**config.mk**
```make
export PLATFORM = sky130hd
export DESIGN_NAME = mphase_sel_ctrl
export DESIGN_NICKNAME = d
export VERILOG_FILES = /design/src/rtl/mps_pkg.sv /design/src/rtl/mps_rst_sync.sv /design/src/rtl/mps_drift_acc.sv /design/src/rtl/mps_phase_merge.sv /design/src/rtl/mphase_sel_ctrl.sv
export SDC_FILE = /design/constraint.sdc
export NUM_CORES = 1
export LEC_CHECK = 0
export BUFFER_PORTS_ARGS = -buffer_cell sky130_fd_sc_hd__buf_2
export CAP_MARGIN = 25
export CORE_UTILIZATION = 30
export CTS_CLUSTER_SIZE = 20
export DETAILED_ROUTE_END_ITERATION = 8
export SKIP_LAST_GASP = 1
export SYNTH_ARGS = -nofsm -noshare
export SYNTH_HDL_FRONTEND = slang
export SYNTH_SLANG_ARGS = --single-unit
export TNS_END_PERCENT = 100
```
**constraint.sdc**
```tcl
create_clock -name clk -period 4.5 [get_ports clk]
set_input_delay 0.45 -clock clk [delete_from_list [all_inputs] [get_ports clk]]
set_output_delay 0.45 -clock clk [all_outputs]
set_load 0.01 [all_outputs]
```
**src/rtl/mps_pkg.sv**
```systemverilog
package mps_pkg;
  typedef enum logic {
    TRK_ADVANCE = 1'b0,
    TRK_RETARD  = 1'b1
  } trk_dir_e;

  typedef struct packed {
    logic late;
    logic early;
  } slip_t;
endpackage

```
**src/rtl/mps_rst_sync.sv**
```systemverilog
module mps_rst_sync (
  input  logic clk,
  input  logic rst_n,
  output logic rst_sync_n
);
  logic [1:0] sync_q;

  always_ff @(posedge clk or negedge rst_n) begin
    if (!rst_n) sync_q <= 2'b00;
    else        sync_q <= {sync_q[0], 1'b1};
  end

  assign rst_sync_n = sync_q[1];
endmodule

```
**src/rtl/mps_drift_acc.sv**
```systemverilog
module mps_drift_acc #(
  parameter int PH_W    = 4,
  parameter int FRAC_W  = 24,
  parameter int DELTA_W = 20
) (
  input  logic               clk,
  input  logic               rst_n,
  input  logic               clr_i,
  input  logic               stb_i,
  input  logic               ld_i,
  input  logic [DELTA_W-1:0] delta_i,
  output logic [1:0]         step_o
);
  localparam int ACC_W = FRAC_W + PH_W;
  localparam int EXT_W = ACC_W - DELTA_W;

  logic [DELTA_W-1:0] delta_q, delta_d;
  logic [ACC_W-1:0]   acc_q, acc_d, inc;
  logic [PH_W-1:0]    int_diff;
  logic               acc_en, delta_en;

  // offset word times the phase count, sign extended
  assign inc = {{EXT_W{delta_q[DELTA_W-1]}}, delta_q} << PH_W;

  always_comb begin
    delta_en = ld_i;
    delta_d  = delta_i;
    acc_en   = clr_i | stb_i;
    acc_d    = acc_q;
    if (clr_i)      acc_d = '0;
    else if (stb_i) acc_d = acc_q + inc;
  end

  assign int_diff = acc_d[ACC_W-1:FRAC_W] - acc_q[ACC_W-1:FRAC_W];
  assign step_o   = (stb_i && !clr_i) ? int_diff[1:0] : 2'b00;

  always_ff @(posedge clk or negedge rst_n) begin
    if (!rst_n) begin
      acc_q   <= '0;
      delta_q <= '0;
    end else begin
      if (acc_en)   acc_q   <= acc_d;
      if (delta_en) delta_q <= delta_d;
    end
  end

  // the increment stays below one phase, so the integer part moves by at most one
  p_unit_step_r6: assert property (@(posedge clk) disable iff (!rst_n)
    (stb_i && !clr_i) |-> (int_diff == '0 || int_diff == PH_W'(1) || int_diff == '1));

  // the accumulator only moves on a strobe or a clear
  p_acc_hold_r6: assert property (@(posedge clk) disable iff (!rst_n)
    (!stb_i && !clr_i) |=> $stable(acc_q));
endmodule

```
**src/rtl/mps_phase_merge.sv**
```systemverilog
module mps_phase_merge #(
  parameter int PH_W = 4
) (
  input  logic [PH_W-1:0] base_i,
  input  logic            half_i,
  input  logic            trk_i,
  input  logic            trk_ret_i,
  input  logic [1:0]      drift_i,
  output logic [PH_W-1:0] phase_o,
  output logic            late_o,
  output logic            early_o
);
  import mps_pkg::*;

  localparam int SUM_W  = PH_W + 2;
  localparam int NUM_PH = 1 << PH_W;
  localparam int HALF   = NUM_PH / 2;

  logic signed [SUM_W-1:0] t_base, t_half, t_trk, t_drift, sum;

  always_comb begin
    t_base  = $signed({2'b00, base_i});
    t_half  = half_i ? SUM_W'(HALF) : '0;
    t_trk   = '0;
    if (trk_i) t_trk = (trk_dir_e'(trk_ret_i) == TRK_RETARD) ? '1 : SUM_W'(1);
    t_drift = $signed({{(SUM_W-2){drift_i[1]}}, drift_i});
    sum     = t_base + t_half + t_trk + t_drift;
    phase_o = sum[PH_W-1:0];
    early_o = sum[SUM_W-1];
    late_o  = !sum[SUM_W-1] && (sum[SUM_W-2:PH_W] != '0);
  end
endmodule

```
**src/rtl/mphase_sel_ctrl.sv**
```systemverilog
module mphase_sel_ctrl #(
  parameter int PH_W    = 4,
  parameter int FRAC_W  = 24,
  parameter int DELTA_W = 20
) (
  input  logic               clk,
  input  logic               rst_n,
  input  logic               pkt_start,
  input  logic               acq_valid,
  input  logic [PH_W-1:0]    acq_phase,
  input  logic               half_shift,
  input  logic               trk_valid,
  input  logic               trk_late,
  input  logic               sco_valid,
  input  logic [DELTA_W-1:0] sco_delta,
  input  logic               sample_stb,
  output logic [PH_W-1:0]    phase_sel,
  output logic               slip_late,
  output logic               slip_early
);
  import mps_pkg::*;

  localparam int HALF = (1 << PH_W) / 2;

  logic            rst_s_n;
  logic [1:0]      drift_step;
  logic [PH_W-1:0] base, phase_q, phase_d, m_phase;
  logic            m_late, m_early, upd_en, any_req;
  slip_t           slip_q, slip_d;

  mps_rst_sync u_rst_sync (
    .clk        (clk),
    .rst_n      (rst_n),
    .rst_sync_n (rst_s_n)
  );

  mps_drift_acc #(.PH_W(PH_W), .FRAC_W(FRAC_W), .DELTA_W(DELTA_W)) u_drift (
    .clk     (clk),
    .rst_n   (rst_s_n),
    .clr_i   (pkt_start),
    .stb_i   (sample_stb),
    .ld_i    (sco_valid),
    .delta_i (sco_delta),
    .step_o  (drift_step)
  );

  assign base = acq_valid ? acq_phase : phase_q;

  mps_phase_merge #(.PH_W(PH_W)) u_merge (
    .base_i    (base),
    .half_i    (half_shift),
    .trk_i     (trk_valid),
    .trk_ret_i (trk_late),
    .drift_i   (drift_step),
    .phase_o   (m_phase),
    .late_o    (m_late),
    .early_o   (m_early)
  );

  always_comb begin
    any_req = pkt_start | acq_valid | half_shift | trk_valid | sample_stb;
    upd_en  = any_req | slip_q.late | slip_q.early;
    if (pkt_start) begin
      phase_d = '0;
      slip_d  = '{late: 1'b0, early: 1'b0};
    end else begin
      phase_d = m_phase;
      slip_d  = '{late: m_late, early: m_early};
    end
  end

  always_ff @(posedge clk or negedge rst_s_n) begin
    if (!rst_s_n) begin
      phase_q <= '0;
      slip_q  <= '0;
    end else if (upd_en) begin
      phase_q <= phase_d;
      slip_q  <= slip_d;
    end
  end

  assign phase_sel  = phase_q;
  assign slip_late  = slip_q.late;
  assign slip_early = slip_q.early;

  // a clear wins over every other request
  p_clear_r2: assert property (@(posedge clk) disable iff (!rst_s_n)
    pkt_start |=> (phase_sel == '0 && !slip_late && !slip_early));

  // a single sum cannot wrap both ways
  p_slip_excl_r8: assert property (@(posedge clk) disable iff (!rst_s_n)
    !(slip_late && slip_early));

  // with no request the phase holds and no slip is flagged
  p_hold_r10: assert property (@(posedge clk) disable iff (!rst_s_n)
    !any_req |=> ($stable(phase_sel) && !slip_late && !slip_early));

  // a lone half-period request moves the phase by eight
  p_half_r4: assert property (@(posedge clk) disable iff (!rst_s_n)
    (half_shift && !pkt_start && !acq_valid && !trk_valid && !sample_stb) |=>
      (phase_sel == $past(phase_sel) + PH_W'(HALF)));

  // a lone half-period request slips exactly when the old phase was in the upper half
  p_half_slip_r8: assert property (@(posedge clk) disable iff (!rst_s_n)
    (half_shift && !pkt_start && !acq_valid && !trk_valid && !sample_stb) |=>
      (slip_late == $past(phase_sel[PH_W-1])));
endmodule

```
; Word-level counts from Yosys, hierarchy flattened
; Index checks and enable logic that the tools add are counted.
[classes]
add_sub_neg = 5
mux = 9
n_bitwise = 7
n_reduce_logical = 6
[ops]
columns = operator, count
row1 = 28-bit two-way mux, 2
row2 = 28-bit adder, 1
row3 = 4-bit two-way mux, 3
row4 = 6-bit two-way mux, 2
row5 = 1-bit OR, 7
row6 = 5-bit by 6-bit adder with 6-bit output, 1
row7 = 6-bit by 2-bit adder with 6-bit output, 1
row8 = 6-bit adder, 1
row9 = 2-bit two-way mux, 2
row10 = 1-bit logical AND, 2
row11 = 1-bit zero test, 2
row12 = 2-bit AND reduction, 1
row13 = 2-bit nonzero test, 1
row14 = 2-bit subtractor, 1
[totals]
reg_bits = 56
in_bits = 33
output_inout_bits = 6
wordCells = 34

; Longest topological paths before layout
; Gate-level depths: netlist of run 1.
[depth]
word_depth = 9
mapped_depth = 22
ltp_nobuf = 22

; Hierarchy
; From an unflattened synthesis of run 1, not the netlist that was laid out.
[hier_totals]
hier_cells = 327
hier_area_um2 = 3342.0
[by_module_without_submodules]
columns = module, n_inst, cells_per_inst, area_per_inst_um2, seq_area_each_um2
row1 = mps_drift_acc, 1, 265, 2648.8, 1026.0
row2 = mphase_sel_ctrl, 1, 27, 331.6, 150.1
row3 = mps_phase_merge, 1, 32, 307.8, 0.0
row4 = mps_rst_sync, 1, 3, 53.8, 50.0

; Worst setup path before layout of run 1
; Ideal clock, no wire load.
[synth_path]
path_type = register to register
from = reg u_drift.acc_q[13]
to = reg slip_q (netlist bit slip_late)
setup_time_ns = 0.105
arrival_ns = 4.712
required_ns = 4.395
setup_slack_ns = -0.317
stages_incl_launch_ff = 22
n_path_buf = 1
period_less_slack_ns = 4.817
path_cell_list = dfrtp_1 -> ha_1 -> clkbuf_2 -> a21oi_1 -> o21ai_0 -> or4_1 -> o21ai_2 -> o21ai_0 -> xor2_1 -> a22oi_1 -> ha_1 -> xor2_1 -> xnor2_1 -> nand2_1 -> fa_1 -> inv_1 -> fa_1 -> ha_1 -> a21o_1 -> a21oi_1 -> xor2_1 -> nor4b_1
[synth_between]
elab_chain_cells = 9
[synth_lines]
columns = element, line
row1 = from (decl), mps_drift_acc.sv:18  ; logic [ACC_W-1:0] acc_q, acc_d, inc;
row2 = from (signal assigned), mps_drift_acc.sv:39  ; acc_q <= '0;
row3 = from (signal assigned), mps_drift_acc.sv:42  ; if (acc_en) acc_q <= acc_d;
row4 = 28-bit adder (*), mps_drift_acc.sv:31  ; else if (stb_i) acc_d = acc_q + inc;
row5 = 28-bit two-way mux (*), mps_drift_acc.sv:31
row6 = 28-bit two-way mux (*), mps_drift_acc.sv:30  ; if (clr_i) acc_d = '0;
row7 = 2-bit subtractor (*), mps_drift_acc.sv:34  ; assign int_diff = acc_d[ACC_W-1:FRAC_W] - acc_q[ACC_W-1:FRAC_W];
row8 = 2-bit two-way mux (*), mps_drift_acc.sv:35  ; assign step_o = (stb_i && !clr_i) ? int_diff[1:0] : 2'b00;
row9 = 6-bit by 2-bit adder with 6-bit output (*), mps_phase_merge.sv:27  ; sum = t_base + t_half + t_trk + t_drift;
row10 = 1-bit zero test, mps_phase_merge.sv:30  ; late_o = !sum[SUM_W-1] && (sum[SUM_W-2:PH_W] != '0);
row11 = 1-bit logical AND (*), mps_phase_merge.sv:30
row12 = 2-bit two-way mux (*), mphase_sel_ctrl.sv:63  ; if (pkt_start) begin
row13 = to (signal assigned), mphase_sel_ctrl.sv:78  ; slip_q <= slip_d;
row14 = to (decl), mphase_sel_ctrl.sv:29  ; slip_t slip_q, slip_d;
; Every way passes the cells marked *; elsewhere a longest branch is shown, timed or not. The select of a mux whose other input is x is not followed.
; A chain may end at the register's enable or synchronous reset.

; Worst setup path after layout of run 1
[layout_path]
from = reg u_drift.delta_q[12]
to = reg slip_q (netlist bit slip_early)
[layout_between]
elab_chain_cells = 7
[layout_lines]
columns = element, line
row1 = from (decl), mps_drift_acc.sv:17  ; logic [DELTA_W-1:0] delta_q, delta_d;
row2 = from (signal assigned), mps_drift_acc.sv:43  ; if (delta_en) delta_q <= delta_d;
row3 = 28-bit adder, mps_drift_acc.sv:31
row4 = 28-bit two-way mux, mps_drift_acc.sv:31
row5 = 28-bit two-way mux, mps_drift_acc.sv:30
row6 = 2-bit subtractor, mps_drift_acc.sv:34
row7 = 2-bit two-way mux, mps_drift_acc.sv:35
row8 = 6-bit by 2-bit adder with 6-bit output, mps_phase_merge.sv:27
row9 = 2-bit two-way mux, mphase_sel_ctrl.sv:63
; Every way passes these cells. The select of a mux whose other input is x is not followed.

==> impl_metrics.py, run 1 <==
metrics = {
    "outcome": {
        "status": "finished with violations",
        "violations": "negative setup slack",
    },
    "timing": {
        "setup_ws_ns": -0.140,
        "drv_slew": 0,
        "clock_skew_ns": 0.0114,
        "whs_ns": 0.262,
        "hold_violations": 0,
        "fin_crit_ns": 4.64,
        "period_share_pct": 103,
        "rsz0062_at_grt": "yes",
        "worst_slew_pin_slew_ns": 0.552,
        "slew_headroom_pct": 63.2,
        "finalSetupViolCount": 3,
        "max_freq_ghz": 0.216,
    },
    "power_and_ir_drop": {
        "ir_drop_mv": 0.139,
        "leakage_nw": 2.03,
        "power_density_nw_per_um2": 407,
        "power_mw": 1.71,
    },
    "die": {
        "ios": 39,
        "die_y_microns": 106,
        "die-width_microns": 106,
        "fp-row-count": 37,
        "dieArea_sq_um": 11300,
        "initial_core_util_pct": 31.3,
        "core_region_area_sq_um": 10400,
    },
    "logic_synthesis": {
        "synthTopCellsByArea": "dfrtp_1 38%, ha_1 10%, mux2_2 6.6%",
        "ys_seq_elements": 49,
        "async_reset_ff_share_pct": 100,
        "synth_edf_count": 0,
        "yosysUniqueCellTypes": 51,
        "yosysWarnings": 0,
        "synth_top_area_share_pct": 37.6,
        "synth_area_sq_um": 3260,
        "synth_area_per_cell_sq_um": 9.84,
        "netlist_instances": 331,
        "syn-num-nets": 399,
        "ys_seq_area_share_pct": 37.6,
        "synth_top_flop_cell": "dfrtp_1",
        "yosysTopAreaCell": "dfrtp_1",
    },
    "drt": {
        "vias_per_cell": 4.72,
        "drt_iter0_drc": 49,
        "wl_met2_microns": 3350,
        "met1Wirelength_microns": 3380,
        "avgRoutedWirePerCell_microns": 12.7,
        "first_pass_iters": 4,
        "top_layer": "met4",
        "route.detailed.drc": 0,
        "ant_nets": 0,
        "wl_met3_microns": 196,
        "postRouteWirelength_microns": 7010,
        "num_vias": 2598,
    },
    "global_route": {
        "antenna_found_initial": 0,
        "grt_max_degree": 25,
        "grt_first_pass_wirelength_microns": 12200,
        "grtUsageTotal_pct": 13.5,
        "grt_overflow": 0,
        "grt_pass1_vias": 2695,
    },
    "critical_path": {
        "cp-end-kind": "flip-flop",
        "cp-start-kind": "flip-flop",
        "path_max_fanout": 4,
        "worstPathRequired_ns": 4.75,
        "crit_type": "reg -> reg",
        "crit_arrival_ns": 4.89,
    },
    "finish": {
        "num_antenna_cells": 0,
        "fin_nets": 481,
        "drive_above_1_share_pct": 34.8,
        "stdcell_area_sq_um": 4210,
        "syn_to_final_growth_pct": 29.3,
        "layout_common_cells": "48 x dfrtp_1, 47 x buf_4, 38 x buf_2, 26 x nor2_1, 25 x o21ai_0",
        "layout_commonest_cell": "dfrtp_1",
        "final_cells": 550,
        "final_util_pct": 40.4,
        "fillerInstances": 1029,
    },
    "clock_network": {
        "clk_pin_slew_worst_paths_ns": 0.10,
        "cts_made_buffers": 5,
        "cts_sinks": 49,
        "cts_tree": "done",
        "clock_tree.buffer_depth": 2,
        "insertion_delay_ns": 0.31,
        "htreeDepth": 2,
        "clock_tree.root_cell": "clkbuf_8",
    },
    "place": {
        "gp_congestion": 0.819,
        "place_area_sq_um": 3930,
        "place_inst": 536,
        "dpl.hpwl_microns": 5450,
        "port_buffers": 38,
    },
    "hold_path": {
        "min_path_type": "reg -> async",
    },
    "job": {
        "cap_violations": 0,
    },
}
synthesized netlist by cell type, types with 2 or more instances:
cell type	number
nor2b_1	4
xor2_1	10
a22oi_1	2
dfrtp_1	49
nor2_1	26
a31oi_1	2
a21boi_0	2
nand3_1	4
and3_1	2
xnor2_1	11
a21o_2	2
mux2_2	19
clkbuf_1	9
nand3b_1	2
o21ai_2	2
nand2_1	25
a21o_1	6
nor4_1	2
fa_1	8
nand2b_1	3
mux2i_1	13
o21a_1	2
a21oi_2	2
nor3_1	2
a21oi_1	17
a211oi_1	4
ha_1	27
inv_1	23
o21ai_0	29
timing repair:
item / CTS / global route
hold buffers: 1 / 0
endpoints found under the hold margin: 2 / 0
resized for setup: 8 / 13
setup buffers: 4 / 1
setup endpoints to repair: 3 / 3
pin swaps: 19 / 13
worst paths after layout:
| path | slack, ns | cells past startpoint | end | start |
|---|---|---|---|---|
| setup / recovery | -0.14 | 19 | slip_early | u_drift.delta_q[12] |
| hold / removal | 0.26 | 0 | u_drift.acc_q[8] | u_rst_sync.sync_q[1] |
| setup reg to reg | -0.14 | 19 | slip_early | u_drift.delta_q[12] |
| hold reg to reg | 0.26 | 0 | u_drift.acc_q[8] | u_rst_sync.sync_q[1] |
| max in group asynchronous | 3.73 | 1 | u_drift.delta_q[18] | u_rst_sync.sync_q[1] |
| min in group clk | 0.35 | 3 | u_drift.delta_q[1] | sco_delta[1] |
per-layer routing:
| layer | track usage (%) | vias to the layer above |
|---|---|---|
| li1 | - | 1311 |
| met1 | 17.4 | 1250 |
| met2 | 23.1 | 31 |
| met3 | 2.27 | 6 |
| met4 | 3.87 | 0 |
| met5 | 0 | - |
sequential cells by signal, indices dropped and copies added, names as in the netlist:
| signal | count |
|---|---|
| u_drift.delta_q | 20 |
| phase_sel | 4 |
| u_drift.acc_q | 21 |
| slip_early | 1 |
| slip_late | 1 |
| u_rst_sync.sync_q | 2 |
power by group:
part,switching [mW],leakage [nW],internal (mW)
clock,0.156,0.0574,0.181
combinational,0.395,1.36,0.411
sequential,0.0555,0.613,0.514
stage by stage:
step | TNS (ns) | worst slack, ns
floorplan | -0.379 | -0.180
global placement | -0.331 | -0.166
detailed placement | -0.681 | -0.303
CTS | -0.537 | -0.224
global route | -0.999 | -0.365
finish | -0.329 | -0.140
area by class of cell:
class	count	area (sq um)	share of cell area [%]
Inverter	23	86.3	2.05
Sequential cell	49	1230	29.1
Multi-Input combinational cell	247	2030	48.3
Clock inverter	2	37.5	0.891
Clock buffer	6	82.6	1.96
Timing Repair Buffer	87	573	13.6
Tap cell	136	170	4.04
critical path, cell delays in order (launching register included):
cell and delay [ns]:
dfrtp_1 0.42, ha_4 0.27, and3_4 0.18, or4_4 0.52, o21ai_4 0.17, o21ai_2 0.08
xor2_1 0.16, a22oi_1 0.16, ha_2 0.21, xor2_1 0.17, xnor2_1 0.15, nand2_2 0.11
fa_1 0.52, inv_1 0.05, fa_1 0.45, ha_1 0.29, a21o_1 0.16, a21oi_2 0.12
xor2_1 0.22, and3b_1 0.19
logic make-up after synthesis:
group / after synthesis / share of synthesized area, %
buffers and inverters: 35 / 4.11
XOR/XNOR: 21 / 5.65
adder cells (fa/ha/maj): 35 / 15.3
other: 1 / 0.115
multiplexers: 32 / 10.6
AO/OA/AOI/OAI: 80 / 15.4
AND/OR/NAND/NOR: 78 / 11.2
flip-flops: 49 / 37.6
Power figures use the tool's default switching activity.
==> inputs of run 2 (changes only) <==
--- a/config.mk
+++ b/config.mk
@@ -13,5 +13,6 @@
 export SKIP_LAST_GASP = 1
 export SYNTH_ARGS = -nofsm -noshare
 export SYNTH_HDL_FRONTEND = slang
+export SYNTH_HIERARCHICAL = 1
 export SYNTH_SLANG_ARGS = --single-unit
 export TNS_END_PERCENT = 100
==> run 2 against run 1 <==
Net effect: the flow still finishes with violations (negative setup slack); combinational power increased by 1%; final area decreased by 2.3%; via count is essentially flat; clock skew is 0.0041 ns lower; die area rose by 2.6%; routed wire length is 7.2% higher; highest routed layer unchanged.
==> impl_metrics.py, run 2 <==
metrics = {
    "outcome": {
        "status": "finished with violations",
        "violations": "negative setup slack",
    },
    "power_and_ir_drop": {
        "leakage_nw": 1.98,
        "ir_drop_mv": 0.206,
        "power_mw": 1.76,
        "power_density_nw_per_um2": 429,
    },
    "clock_network": {
        "insertion_delay_ns": 0.30,
        "htreeDepth": 2,
        "clock_tree.root_cell": "clkbuf_8",
        "clock_tree.buffer_depth": 2,
        "clk_pin_slew_worst_paths_ns": 0.10,
        "cts_sinks": 49,
        "cts_made_buffers": 5,
        "cts_tree": "done",
    },
    "logic_synthesis": {
        "syn-num-nets": 395,
        "yosysUniqueCellTypes": 58,
        "synth_most_common_cell": "dfrtp_1",
        "yosysWarnings": 6,
        "ys_top_cells_by_count": "49 x dfrtp_1, 27 x ha_1, 24 x nor2_1, 23 x mux2_2, 21 x nand2_1",
        "async_reset_ff_share_pct": 100,
        "synth_area_sq_um": 3340,
        "synth_top_area_share_pct": 36.7,
        "synthTopCellsByArea": "dfrtp_1 37%, ha_1 10%, mux2_2 7.7%",
        "ys_seq_elements": 49,
        "synth_area_per_cell_sq_um": 10.2,
        "yosysTopAreaCell": "dfrtp_1",
        "netlist_instances": 327,
        "ys_seq_area_share_pct": 36.7,
        "synth_top_flop_cell": "dfrtp_1",
        "synth_edf_count": 0,
    },
    "finish": {
        "largest-register": "u_drift/acc_q",
        "num_antenna_cells": 0,
        "layout_commonest_cell": "dfrtp_1",
        "drive_above_1_share_pct": 32.1,
        "final_util_pct": 38.0,
        "syn_to_final_growth_pct": 23.1,
        "final_cells": 539,
        "stdcell_area_sq_um": 4120,
        "fillerInstances": 1101,
        "fin_nets": 466,
        "layout_common_cells": "48 x dfrtp_1, 38 x buf_2, 36 x buf_4, 25 x ha_1, 24 x nor2_1",
        "largest_reg_flops": 21,
    },
    "critical_path": {
        "cp-startpoint": "u_drift/delta_q[13]",
        "path_max_fanout": 3,
        "critPathBufInv": 0,
        "r2r_start": "u_drift/delta_q[13]",
        "crit_family": "adder cells",
        "worstPathRequired_ns": 4.68,
        "cpPeakStageDelay_ns": 0.50,
        "cp_cell_sequence": "ha_1 > a21o_1 > a211oi_1 > o311ai_0 > a21oi_1 > o21ai_1 > xor2_1 > a22oi_1 > ha_2 > xnor3_1 > and2_4 > fa_1 > fa_1 > ha_1 > a211oi_2 > xnor2_1 > a31o_1 > nor3b_2",
        "crit_arrival_ns": 4.73,
        "cp-start-kind": "flip-flop",
        "cp-end-kind": "flip-flop",
        "crit_type": "reg -> reg",
        "crit_path_top_delay_cell": "fa_1",
    },
    "die": {
        "initial_core_util_pct": 30.8,
        "fp-row-count": 38,
        "die-width_microns": 108,
        "die_y_microns": 108,
        "ios": 39,
        "core_region_area_sq_um": 10800,
        "dieArea_sq_um": 11600,
    },
    "timing": {
        "hold_violations": 0,
        "drv_slew": 0,
        "fin_crit_ns": 4.54,
        "whs_ns": 0.256,
        "setup_ws_ns": -0.0446,
        "rsz0062_at_grt": "yes",
        "worst_slew_pin_slew_ns": 0.546,
        "max_freq_ghz": 0.220,
        "period_share_pct": 101,
        "finalSetupViolCount": 1,
        "clock_skew_ns": 0.00725,
        "slew_headroom_pct": 63.6,
    },
    "global_route": {
        "grtUsageTotal_pct": 14.3,
        "grt_max_degree": 26,
        "grt_pass1_vias": 2811,
        "grt_first_pass_wirelength_microns": 13100,
        "antenna_found_initial": 0,
        "grt_overflow": 0,
    },
    "drt": {
        "postRouteWirelength_microns": 7520,
        "first_pass_iters": 4,
        "avgRoutedWirePerCell_microns": 13.9,
        "ant_nets": 0,
        "num_vias": 2599,
        "drt_iter0_drc": 80,
        "vias_per_cell": 4.82,
        "route.detailed.drc": 0,
    },
    "place": {
        "place_inst": 525,
        "port_buffers": 38,
        "dpl.hpwl_microns": 5670,
        "gp_congestion": 0.797,
        "place_area_sq_um": 3900,
    },
    "job": {
        "cap_violations": 0,
    },
    "hold_path": {
        "min_path_type": "reg -> async",
    },
}
## run 2: kinds of logic (layout without fill, tap and decap cells)
family | Yosys count | in the layout | synth area share (%)
AOI/OAI and AO/OA | 68 | 68 | 14.0
xor gates and xnor gates | 16 | 16 | 4.60
adders and majority gates | 35 | 35 | 14.9
buffers and inverters | 27 | 99 | 3.33
DFF | 49 | 49 | 36.7
muxes | 37 | 37 | 11.9
other | 1 | 1 | 0.112
and+or+nand+nor | 94 | 94 | 14.4
## run 2: report_power, final
part	leakage, nW	switching, mW	internal [mW]
Clock	0.0681	0.155	0.221
Combinational	1.30	0.408	0.410
Sequential	0.614	0.0535	0.516
## run 2: stage by stage
step / setup WS (ns) / setup TNS [ns]
finish: -0.0446 / -0.0446
global route: -0.232 / -0.484
CTS: -0.133 / -0.225
detailed placement: -0.162 / -0.251
global placement: -0.0785 / -0.0897
floorplan: 0.00219 / 0
## run 2: worst paths after layout
path | to | slack (ns) | depth (start not counted)
max in group asynchronous | u_drift/delta_q[11] | 3.49 | 1
worst max-delay path | slip_late | -0.04 | 18
min in group clk | u_drift/delta_q[3] | 0.37 | 2
worst min-delay path | u_drift/acc_q[4] | 0.26 | 0
worst max register to register | slip_late | -0.04 | 18
worst min register to register | u_drift/acc_q[4] | 0.26 | 0
## run 2: metal layers
layer	GRT usage (%)	routed length (microns)
met5	0	0
met3	2.48	310
met2	24.0	3530
met1	19.2	3630
met4	2.94	40
## run 2: layout make-up
| class | count | area [sq um] | share of cell area, % |
|---|---|---|---|
| inverters | 16 | 60.1 | 1.46 |
| well taps | 140 | 175 | 4.26 |
| multi-input cells | 251 | 2050 | 49.8 |
| repair buffers | 75 | 470 | 11.4 |
| clock inverters | 3 | 65.1 | 1.58 |
| flip-flops and latches | 49 | 1230 | 29.8 |
| clock buffers | 5 | 68.8 | 1.67 |
## run 2: timing repair
item                       CTS  global route
hold endpoints to repair     2             0
gates resized for setup      6             3
setup endpoints to repair    3             3
pin swaps                   16            14
setup buffers                3             2
hold buffers                 1             0
## run 2: worst register-to-register path: stages (launching register included)
cell	delay, ns
dfrtp_1	0.39
ha_1	0.31
a21o_1	0.18
a211oi_1	0.24
o311ai_0	0.19
a21oi_1	0.15
o21ai_1	0.09
xor2_1	0.18
a22oi_1	0.18
ha_2	0.21
xnor3_1	0.20
and2_4	0.16
fa_1	0.50
fa_1	0.44
ha_1	0.32
a211oi_2	0.25
xnor2_1	0.09
a31o_1	0.20
nor3b_2	0.15
==> inputs of run 3 (changes only) <==
==> constraint.sdc (replaced) <==
create_clock -name clk -period 4.5 [get_ports clk]
set_input_delay 1.35 -clock clk [delete_from_list [all_inputs] [get_ports clk]]
set_output_delay 1.35 -clock clk [all_outputs]
set_load 0.01 [all_outputs]
==> run 3 against run 2 <==
Net effect: power rose by 0.94%; routed wire length decreased by 1.7%; combinational power increased by 8.6%; via count up 1.1%; the run now ends clean; largest power group unchanged; global-route usage is 0.53 points lower; largest cell class unchanged; maximum frequency up 1.9%; register-to-register slack improved by 0.09 ns.
==> impl_metrics.py, run 3 (same netlist as run 2, synthesis figures left out) <==
metrics = {
    "outcome": {
        "status": "finished clean",
    },
    "global_route": {
        "grt_overflow": 0,
        "antenna_found_initial": 0,
        "grtUsageTotal_pct": 13.8,
        "grt_pass1_vias": 2702,
        "grt_first_pass_wirelength_microns": 12600,
        "grt_max_degree": 38,
    },
    "critical_path": {
        "crit_family": "adder cells",
        "cpPeakStageDelay_ns": 0.58,
        "critPathBufInv": 0,
        "crit_path_top_delay_cell": "fa_2",
        "cp_cell_sequence": "ha_1 > a21oi_1 > o21ai_1 > and3_1 > a211oi_4 > o21ai_2 > xor2_2 > a22oi_2 > ha_2 > xnor3_1 > and2_4 > fa_1 > fa_2 > ha_4 > a211oi_4 > xnor2_1 > a31o_1 > nor3b_2",
        "crit_arrival_ns": 4.65,
        "reg2reg_depth": 18,
        "crit_path_frequent_cell": "a211oi_4",
        "path_max_fanout": 3,
        "r2r_start": "u_drift/delta_q[7]",
        "worstPathRequired_ns": 4.69,
        "cp-end-kind": "flip-flop",
        "crit_type": "reg -> reg",
        "reg2reg_slack_ns": 0.04,
        "worstReg2RegEnd": "slip_late",
        "cp-start-kind": "flip-flop",
    },
    "die": {
        "fp-row-count": 38,
        "core_region_area_sq_um": 10800,
        "dieArea_sq_um": 11600,
        "initial_core_util_pct": 30.8,
        "die_y_microns": 108,
        "die-width_microns": 108,
        "ios": 39,
    },
    "place": {
        "place_ws_ns": -0.201,
        "port_buffers": 38,
        "gp_congestion": 0.884,
        "dpl.hpwl_microns": 5630,
        "place_area_sq_um": 3910,
        "place_inst": 522,
    },
    "clock_network": {
        "cts_made_buffers": 5,
        "cts_tree": "done",
        "cts_sinks": 49,
        "insertion_delay_ns": 0.31,
        "clock_tree.root_cell": "clkbuf_8",
        "hold_buffers": 0,
        "clk_pin_slew_worst_paths_ns": 0.10,
        "clock_tree.buffer_depth": 2,
        "htreeDepth": 2,
    },
    "finish": {
        "layout_commonest_cell": "dfrtp_1",
        "multiInputGateArea_sq_um": 2140,
        "stdcell_area_sq_um": 4180,
        "layout_common_cells": "48 x dfrtp_1, 38 x buf_2, 33 x buf_4, 23 x mux2_2, 23 x nor2_1",
        "syn_to_final_growth_pct": 25.2,
        "fin_nets": 464,
        "largest_reg_flops": 21,
        "num_antenna_cells": 0,
        "drive_above_1_share_pct": 35.8,
        "largest-register": "u_drift/acc_q",
        "final_util_pct": 38.6,
        "ff_latch_area_sq_um": 1230,
        "fillerInstances": 1091,
        "final_cells": 537,
    },
    "timing": {
        "period_share_pct": 99.1,
        "finalSetupViolCount": 0,
        "setup_ws_ns": 0.0412,
        "hold_violations": 0,
        "drv_slew": 0,
        "fin_crit_ns": 4.46,
        "rsz0062_at_grt": "yes",
        "worst_slew_pin_slew_ns": 0.525,
        "clock_skew_ns": 0.00728,
        "max_freq_ghz": 0.224,
        "slew_headroom_pct": 65.0,
        "tns_ns": 0,
    },
    "drt": {
        "vias_per_cell": 4.89,
        "avgRoutedWirePerCell_microns": 13.8,
        "ant_nets": 0,
        "first_pass_iters": 4,
        "route.detailed.drc": 0,
        "num_vias": 2627,
        "postRouteWirelength_microns": 7390,
        "drt_iter0_drc": 187,
    },
    "power_and_ir_drop": {
        "leakage_nw": 1.96,
        "power_density_nw_per_um2": 425,
        "ir_drop_mv": 0.153,
    },
    "hold_path": {
        "min_path_type": "reg -> async",
    },
    "job": {
        "cap_violations": 0,
    },
}
==> run 3: worst max-delay path by stage <==
stage	start	end	slack, ns	depth (start not counted)
2_1_floorplan	sample_stb	slip_late	0.02	14
3_3_place_gp	u_drift/delta_q[0]	slip_late	-0.08	20
3_5_place_dp	u_drift/delta_q[0]	slip_late	-0.20	20
4_1_cts	u_drift/acc_q[4]	slip_late	-0.15	20
5_1_grt	u_drift/acc_q[4]	slip_late	-0.11	20
6_report	u_drift/delta_q[7]	slip_late	0.04	18
==> run 3: final cells by class <==
type	instances	area share [%]
multi-input cells	251	51.1
flip-flops and latches	49	29.3
repair buffers	73	11.2
well taps	140	4.19
clock buffers	5	1.64
inverters	16	1.44
clock inverters	3	1.11
==> run 3: routing by layer <==
layer	wire length [microns]	track usage (%)	vias to the layer above	share of wire, %
li1	-	-	1296	-
met1	3570	18.4	1286	48
met2	3540	23.2	34	48
met3	171	1.88	11	2.3
met4	110	3.72	0	1.5
met5	0	0	-	0
==> run 3: per-stage QoR <==
stage,power [mW],hold WS (ns)
5_1_grt,1.92,0.178
6_report,1.78,0.154
4_1_cts,1.71,0.164
3_3_place_gp,1.34,0.336
2_1_floorplan,1.13,0.331
3_5_place_dp,1.36,0.155
==> run 3: where the power goes <==
group,internal (mW),switching [mW]
combinational,0.451,0.437
sequential,0.516,0.0525
clock,0.167,0.157
total,1.13,0.647
==> run 3: timing repair <==
action                                  CTS  global route
endpoints found under the setup margin    3             3
endpoints found under the hold margin     0             0
pin swaps                                14            21
resized for setup                         6            20
buffers inserted                          3             5
